--- src/rtl/ssr_pkg.sv ---
package ssr_pkg;
  typedef enum logic [0:0] {
    RX_IDLE = 1'b0,
    RX_BUSY = 1'b1
  } rx_state_e;
endpackage

--- src/rtl/ssr_rst_sync.sv ---
module ssr_rst_sync (
  input  logic clk,
  input  logic rst_n,
  output logic rst_n_sync
);
  logic [1:0] sync_q;

  always_ff @(posedge clk or negedge rst_n) begin
    if (!rst_n) sync_q <= 2'b00;
    else        sync_q <= {sync_q[0], 1'b1};
  end

  assign rst_n_sync = sync_q[1];
endmodule

--- src/rtl/ssr_bit_timer.sv ---
// Tracks the cycle inside a bit slot and the slot index inside a frame.
// Slot 0 is the start slot; slot k (k >= 1) carries data bit k-1.
module ssr_bit_timer #(
  parameter int CYC_PER_BIT = 2,
  parameter int FRAME_BITS  = 67,
  localparam int CW = (CYC_PER_BIT > 1) ? $clog2(CYC_PER_BIT) : 1,
  localparam int SW = $clog2(FRAME_BITS + 1)
) (
  input  logic          clk,
  input  logic          rst_n,
  input  logic          start_i,
  input  logic          busy_i,
  output logic          sample_o,
  output logic          last_o,
  output logic [SW-1:0] data_idx_o
);
  localparam logic [CW-1:0] CYC_LAST  = CW'(CYC_PER_BIT - 1);
  localparam logic [SW-1:0] SLOT_LAST = SW'(FRAME_BITS);

  logic [CW-1:0] cyc_q, cyc_d;
  logic [SW-1:0] slot_q, slot_d;
  logic          slot_end;

  assign slot_end = busy_i && (cyc_q == CYC_LAST);

  always_comb begin
    cyc_d  = cyc_q;
    slot_d = slot_q;
    if (start_i) begin
      // the start edge itself is the first cycle of the start slot
      cyc_d  = CW'(1);
      slot_d = '0;
    end else if (busy_i) begin
      if (slot_end) begin
        cyc_d  = '0;
        slot_d = slot_q + SW'(1);
      end else begin
        cyc_d  = cyc_q + CW'(1);
      end
    end
  end

  always_ff @(posedge clk or negedge rst_n) begin
    if (!rst_n) begin
      cyc_q  <= '0;
      slot_q <= '0;
    end else begin
      cyc_q  <= cyc_d;
      slot_q <= slot_d;
    end
  end

  assign sample_o   = slot_end && (slot_q != '0);
  assign last_o     = slot_end && (slot_q == SLOT_LAST);
  assign data_idx_o = slot_q - SW'(1);
endmodule

--- src/rtl/ssr_field_capture.sv ---
// Shifts in the data bits that fall inside the increment field, LSB first.
module ssr_field_capture #(
  parameter int FIELD_LSB = 0,
  parameter int FIELD_W   = 22,
  parameter int IW        = 7
) (
  input  logic               clk,
  input  logic               rst_n,
  input  logic               sample_i,
  input  logic [IW-1:0]      idx_i,
  input  logic               bit_i,
  output logic [FIELD_W-1:0] field_next_o
);
  localparam logic [IW-1:0] IDX_LO = IW'(FIELD_LSB);
  localparam logic [IW-1:0] IDX_HI = IW'(FIELD_LSB + FIELD_W - 1);

  logic [FIELD_W-1:0] sh_q, sh_d;
  logic               in_field;

  assign in_field = sample_i && (idx_i >= IDX_LO) && (idx_i <= IDX_HI);

  generate
    if (FIELD_W == 1) begin : g_single
      always_comb sh_d = in_field ? bit_i : sh_q;
    end else begin : g_shift
      always_comb sh_d = in_field ? {bit_i, sh_q[FIELD_W-1:1]} : sh_q;
    end
  endgenerate

  always_ff @(posedge clk or negedge rst_n) begin
    if (!rst_n) sh_q <= '0;
    else        sh_q <= sh_d;
  end

  assign field_next_o = sh_d;
endmodule

--- src/rtl/subcar_stream_rx.sv ---
module subcar_stream_rx #(
  parameter int FRAME_BITS  = 67,
  parameter int CYC_PER_BIT = 2,
  parameter int FIELD_LSB   = 0,
  parameter int FIELD_W     = 22,
  localparam int IW = $clog2(FRAME_BITS + 1)
) (
  input  logic               clk,
  input  logic               rst_n,
  input  logic               ser_in,
  input  logic               mode_en,
  output logic [FIELD_W-1:0] incr_o,
  output logic               upd_stb_o,
  output logic               frame_err_o
);
  import ssr_pkg::*;

  logic               rst_n_i;
  rx_state_e          state_q, state_d;
  logic               ser_prev_q;
  logic [FIELD_W-1:0] incr_q, incr_d;
  logic               stb_q, stb_d;
  logic               err_q, err_d;
  logic               start, abort, done, busy;
  logic               t_sample, t_last;
  logic [IW-1:0]      t_idx;
  logic [FIELD_W-1:0] field_next;

  ssr_rst_sync i_rst_sync (
    .clk        (clk),
    .rst_n      (rst_n),
    .rst_n_sync (rst_n_i)
  );

  ssr_bit_timer #(
    .CYC_PER_BIT (CYC_PER_BIT),
    .FRAME_BITS  (FRAME_BITS)
  ) i_bit_timer (
    .clk        (clk),
    .rst_n      (rst_n_i),
    .start_i    (start),
    .busy_i     (busy),
    .sample_o   (t_sample),
    .last_o     (t_last),
    .data_idx_o (t_idx)
  );

  ssr_field_capture #(
    .FIELD_LSB (FIELD_LSB),
    .FIELD_W   (FIELD_W),
    .IW        (IW)
  ) i_field_capture (
    .clk          (clk),
    .rst_n        (rst_n_i),
    .sample_i     (t_sample),
    .idx_i        (t_idx),
    .bit_i        (ser_in),
    .field_next_o (field_next)
  );

  assign busy  = (state_q == RX_BUSY);
  assign start = (state_q == RX_IDLE) && mode_en && ser_in && !ser_prev_q;
  assign abort = busy && !mode_en;
  assign done  = busy && mode_en && t_last;

  always_comb begin
    state_d = state_q;
    incr_d  = incr_q;
    err_d   = err_q;
    stb_d   = done;
    case (state_q)
      RX_IDLE: if (start) state_d = RX_BUSY;
      RX_BUSY: if (abort || done) state_d = RX_IDLE;
      default: state_d = RX_IDLE;
    endcase
    if (done)  incr_d = field_next;
    if (abort) err_d  = 1'b1;
    else if (done) err_d = 1'b0;
  end

  always_ff @(posedge clk or negedge rst_n_i) begin
    if (!rst_n_i) begin
      state_q    <= RX_IDLE;
      ser_prev_q <= 1'b1;
      incr_q     <= '0;
      stb_q      <= 1'b0;
      err_q      <= 1'b0;
    end else begin
      state_q    <= state_d;
      ser_prev_q <= ser_in;
      incr_q     <= incr_d;
      stb_q      <= stb_d;
      err_q      <= err_d;
    end
  end

  assign incr_o      = incr_q;
  assign upd_stb_o   = stb_q;
  assign frame_err_o = err_q;
endmodule

--- config.mk ---
export PLATFORM = sky130hd
export DESIGN_NAME = subcar_stream_rx
export DESIGN_NICKNAME = d
export VERILOG_FILES = /design/src/rtl/ssr_pkg.sv /design/src/rtl/ssr_rst_sync.sv /design/src/rtl/ssr_bit_timer.sv /design/src/rtl/ssr_field_capture.sv /design/src/rtl/subcar_stream_rx.sv
export SDC_FILE = /design/constraint.sdc
export NUM_CORES = 1
export LEC_CHECK = 0
export BUFFER_PORTS_ARGS = -buffer_cell sky130_fd_sc_hd__buf_2
export CORE_MARGIN = 5
export CORE_UTILIZATION = 40
export CTS_CLUSTER_SIZE = 25
export DETAILED_ROUTE_END_ITERATION = 7
export SLEW_MARGIN = 10
export SYNTH_ARGS = -nofsm -noshare
export SYNTH_HDL_FRONTEND = slang
export SYNTH_SLANG_ARGS = --single-unit
--- constraint.sdc ---
create_clock -name clk -period 1.8 [get_ports clk]
set_input_delay 0.36 -clock clk [delete_from_list [all_inputs] [get_ports clk]]
set_output_delay 0.36 -clock clk [all_outputs]
set_load 0.03 [all_outputs]
### Word-level counts from Yosys, hierarchy flattened

Cells that the tools add are included.
Widths: inputs -> output; s select.

| word-level totals | value |
|---|---|
| output and inout bits | 24 |
| bits of input ports | 4 |
| bits in registers | 58 |
| logic and storage cells | 47 |

| operators by class | value |
|---|---|
| reductions and logical operators | 19 |
| add/sub/neg operators | 3 |
| equality and inequality tests | 1 |
| muxes and demuxes | 12 |
| order comparisons | 2 |
| bitwise logic cells | 1 |

Operators by type and width:

| cell | number |
|---|---|
| $mux 22 | 1 |
| $mux 7 | 3 |
| $logic_and 1x1->1 | 11 |
| $add 7x1->7 const B | 1 |
| $eq 7x7->1 const B | 1 |
| $ge 7x1->1 const B | 1 |
| $le 7x5->1 const B | 1 |
| $mux 1 | 7 |
| $reduce_bool 7->1 | 1 |
| $sub 7x1->7 const B | 1 |
| $reduce_bool 2->1 | 3 |
| $logic_not 1->1 | 2 |
| $pmux 1 s2 | 1 |
| $reduce_and 2->1 | 1 |
| $add 1x1->1 const B | 1 |
| $logic_or 1x1->1 | 1 |
| $not 1->1 | 1 |

### Longest topological paths before layout

| logic depth | value |
|---|---|
| depth after elaboration | 6 |
| gate-level depth with buffers | 10 |
| mapped depth without buffers | 7 |

### Cells and area by module

Synthesis repeated with hierarchy kept, for this count alone.

| unflattened totals | value |
|---|---|
| cells, all modules | 172 |
| area, all modules | 2,572.5 sq um |

By module, submodules not included:

| module | cells an instance | sequential area each (sq um) | times used | area an instance (sq um) |
|---|---|---|---|---|
| subcar_stream_rx | 59 | 651.9 | 1 | 1,061.0 |
| ssr_field_capture | 49 | 550.5 | 1 | 934.6 |
| ssr_bit_timer | 61 | 200.2 | 1 | 523.0 |
| ssr_rst_sync | 3 | 50.0 | 1 | 53.8 |

### Worst setup path before layout

OpenSTA, ideal clock, no wires.

| timing path | value |
|---|---|
| path type | register to register |
| start point | reg i_bit_timer.slot_q[0] |
| end point | reg i_field_capture.sh_q[15] |
| setup time | 0.127 ns |
| cell stages (with the launch flop) | 11 |
| buffers on the path | 3 |
| slack | -0.597 ns |
| clock period less this slack | 2.397 ns |
| required time | 1.673 ns |
| arrival time | 2.270 ns |
| cells stage by stage | dfrtp_1 > clkbuf_1 > inv_1 > ha_1 > or2_2 > a21oi_1 > o211a_1 > buf_6 > nand2_8 > buf_6 > mux2_1 |

| between the ends | value |
|---|---|
| word-level cells in the longest chain between the ends | 5 |
| elaborated cells on any way between the ends | 8 |
| classes of those cells | add/sub (1); order compare (2); mux (1); reduce/logical (4) |

Ends and longest elaborated chain:

| what | RTL line | text |
|---|---|---|
| from (decl) | ssr_bit_timer.sv:21 | `logic [SW-1:0] slot_q, slot_d;` |
| from (signal assigned) | ssr_bit_timer.sv:49 | `slot_q <= slot_d;` |
| $sub 7x1->7 or $reduce_bool 7->1 (tied branches) | ssr_bit_timer.sv:55, ssr_bit_timer.sv:53 |  |
| $ge 7x1->1 or $logic_and 1x1->1 (tied branches) | ssr_field_capture.sv:20, ssr_bit_timer.sv:53 |  |
| $logic_and 1x1->1 | ssr_field_capture.sv:20 | `assign in_field = sample_i && (idx_i >= IDX_LO) && (idx_i <= IDX_HI);` |
| $logic_and 1x1->1 * | ssr_field_capture.sv:20 |  |
| $mux 22 * | ssr_field_capture.sv:26 | `always_comb sh_d = in_field ? {bit_i, sh_q[FIELD_W-1:1]} : sh_q;` |
| named net field_next[15] | subcar_stream_rx.sv:27 | `logic [FIELD_W-1:0] field_next;` |
| to (signal assigned) | ssr_field_capture.sv:31 | `if (!rst_n) sh_q <= '0;` |
| to (signal assigned) | ssr_field_capture.sv:32 | `else sh_q <= sh_d;` |
| to (decl) | ssr_field_capture.sv:17 | `logic [FIELD_W-1:0] sh_q, sh_d;` |

The timed path passes the listed nets; every way through them passes the cells marked *.
A chain may end at the register's enable or synchronous reset.

### Worst setup path after layout

| timing path | value |
|---|---|
| start point | reg i_bit_timer.slot_q[2] |
| end point | reg i_field_capture.sh_q[10] |

Same word-level chain as after synthesis.

==> out/metrics.yaml <==
grt_max_degree: 33
cts_inserted_buffers: 9
fin_cells: 419
synth-compound-area-share: 0.0966
num-nets-final: 326
cap_viol_max_count: 0
row_count: 30
synth_edf_count: 0
core-area_sq_um: 6790
max_freq_ghz: 0.486
ir_drop_uv: 734
syn-num-nets: 265
cp_max_fo: 12
holdPathStages: 1
clk_pin_slew_ps: 80
synth-simple-area-share: 0.199
cts_root_buf: "clkbuf_8"
worstSetupPathType: "reg -> reg"
ant_nets: 0
grt_pass1_wl_mm: 10.5
synth_ff_type: "dfrtp_1"
status: "finished with violations"
fin_worst_skew_ps: 7.94
crit_path_end_kind: "flip-flop"
worstPathArrival_ps: 2290
first_pass_iters: 4
cts.path.max_buffers: 2
synth_cell_types: 45
yosys_warnings: 0
htreeDepth: 3
via_count: 2178
fin_tns_setup_ps: -8310
pin_count: 28
violations: "negative setup slack"
synthCells: 257
layout_commonest_cell: "dfrtp_1"
holdCritPathClass: "in -> reg"
hp-start: "ser_in"
period_share: 1.14
rsz0062_at_grt: "true"
vias_per_cell: 5.20
reg2reg_depth: 5
insertion_delay_ps: 350
finalCriticalPeriod_ps: 2060
synth_fa_ha_area_frac: 0.0179
reg2reg_slack_ps: -260
cts_tree: "done"
hold_viol: 0
finalPower_mw: 4.64
leakage_nw: 1.84
p_per_area_nw_per_um2: 1200
io_buffers: 27
utilization: 0.567
maxSlewViolCount: 0
die_area_sq_um: 8770
antenna_found_initial: 0
fp.dieW_microns: 93.7
yosysSeqAreaShare: 0.519
wl_per_cell_microns: 16.7
finalSetupViolations: 45
finalWirelength_mm: 6.99
clock-sinks: 58
synth_xor_area_frac: 0.0188
synth_top_family_by_area: "simple AND/OR/NAND/NOR gates"
grt.overflow.total: 0
syn-cell-area_sq_um: 2800
dpl.hpwl_mm: 4.08
drt_iter0_markers: 128
area_delta_synth_final_pct: 37.6
grt_util_all_layers: 0.156
start_util: 0.412
critPathLaunchType: "flip-flop"
insertedDiodeCount: 0
r2r_start: "i_bit_timer.slot_q[2]"
drive_gt1_frac: 0.446
hold_end: "ser_prev_q"
layout_setup_ws_ps: -257
layout_common_cells: "dfrtp_1 (55), nand2_1 (30), buf_2 (27), buf_4 (26), nand3_1 (24)"
ys_ff_latch: 58
fillers: 576
gp_congestion: 0.834
drc: 0
async_reset_ff_frac: 1.00
die_h_microns: 93.7
r2r_end: "i_field_capture.sh_q[10]"
avgSynthCellArea_sq_um: 10.9
grt_pass1_vias: 2100
dp.cells: 392
synthMuxAreaShare: 0.102
cp.required_ps: 2040
## cells in the mapped netlist (2+ instances only)
master	number	area (sq um)
nand3_1	26	130
mux2_1	5	56.3
or2_2	2	12.5
a211o_1	2	17.5
buf_6	3	33.8
buf_2	4	20.0
and3_1	4	25.0
a21oi_1	2	10.0
and2_1	15	93.8
nand4_1	5	31.3
inv_1	4	15.0
o211ai_1	11	82.6
nor2b_1	2	12.5
mux2_2	7	78.8
dfrtp_1	57	1430
mux2_4	10	150
xnor2_1	5	43.8
nor2_1	8	30.0
o2111ai_1	2	17.5
nand2_1	31	116
o21ai_0	13	65.1
ha_1	4	50.1
clkbuf_1	9	33.8
nor3_1	4	20.0
nor4_1	2	12.5
## metrics by stage
step,setup slack [ps],hold WS (ps),instance area (sq um)
final,-257,152,3850
after global routing,-287,145,3850
after CTS,-203,139,3590
after detailed placement,-306,147,3250
after global placement,-273,146,3250
after floorplan,-402,64.4,2880
## how the worst max path moves through the flow
stage                          startpoint  slack, ps                       end  cells after the start
finish              i_bit_timer.slot_q[2]       -260  i_field_capture.sh_q[10]                      5
global route        i_bit_timer.slot_q[2]       -290   i_field_capture.sh_q[5]                      6
CTS                 i_bit_timer.slot_q[2]       -200                 incr_o[2]                      7
detailed placement  i_bit_timer.slot_q[2]       -310   i_field_capture.sh_q[9]                      6
global placement    i_bit_timer.slot_q[2]       -270   i_field_capture.sh_q[0]                      5
floorplan           i_bit_timer.slot_q[2]       -400  i_field_capture.sh_q[10]                      8
## metal layers
| metal | routed length, microns | track usage | vias to the layer above |
|---|---|---|---|
| met3 | 328 | 0.0481 | 11 |
| met2 | 3400 | 0.235 | 51 |
| met4 | 104 | 0.0614 | 0 |
| met1 | 3160 | 0.210 | 1079 |
| met5 | 0 | 0 | - |
| li1 | - | - | 1037 |
## cell families after synthesis
kind of cell / after synthesis
fa+ha+maj: 4
flops: 58
other cells: 1
simple gates: 106
buf+inv: 22
xor+xnor: 6
compound gates: 38
mux: 22
## report_power, final
part           leakage (nW)  switching, mW  internal [mW]
clock                 0.106          0.570          0.790
sequential            0.786         0.0708           1.38
combinational         0.945          0.976          0.846
## registers in the layout, summed over array words and instances, names as in the netlist
register,count
busy,1
ser_prev_q,1
i_field_capture.sh_q,22
upd_stb_o,1
i_bit_timer.slot_q,7
i_bit_timer.cyc_q,1
i_rst_sync.sync_q,2
incr_o,22
frame_err_o,1
## cell type report
type | count | area [sq um] | area share
clock buffer | 9 | 124 | 0.0322
clock inverter | 7 | 101 | 0.0263
inverter | 4 | 15.0 | 0.00390
multi-input combinational | 179 | 1500 | 0.390
sequential | 58 | 1460 | 0.378
tap | 96 | 120 | 0.0312
timing repair buffer | 66 | 533 | 0.138
## worst max-delay path, cell delays in order, from the launching register on
cell and delay, ps:
dfrtp_1 400, or3_4 410, or4_4 440, o211a_4 230, nand2_8 150, mux2_4 310
## what timing repair did
item | CTS | global route
gates resized for setup | 14 | 47
gates cloned | 2 | 1
hold endpoints to repair | 2 | 0
hold buffers | 1 | 0
buffers inserted | 1 | 6
pin swaps | 7 | 14
setup endpoints to repair | 44 | 46
Note: power is estimated with default switching activity, not from simulation.
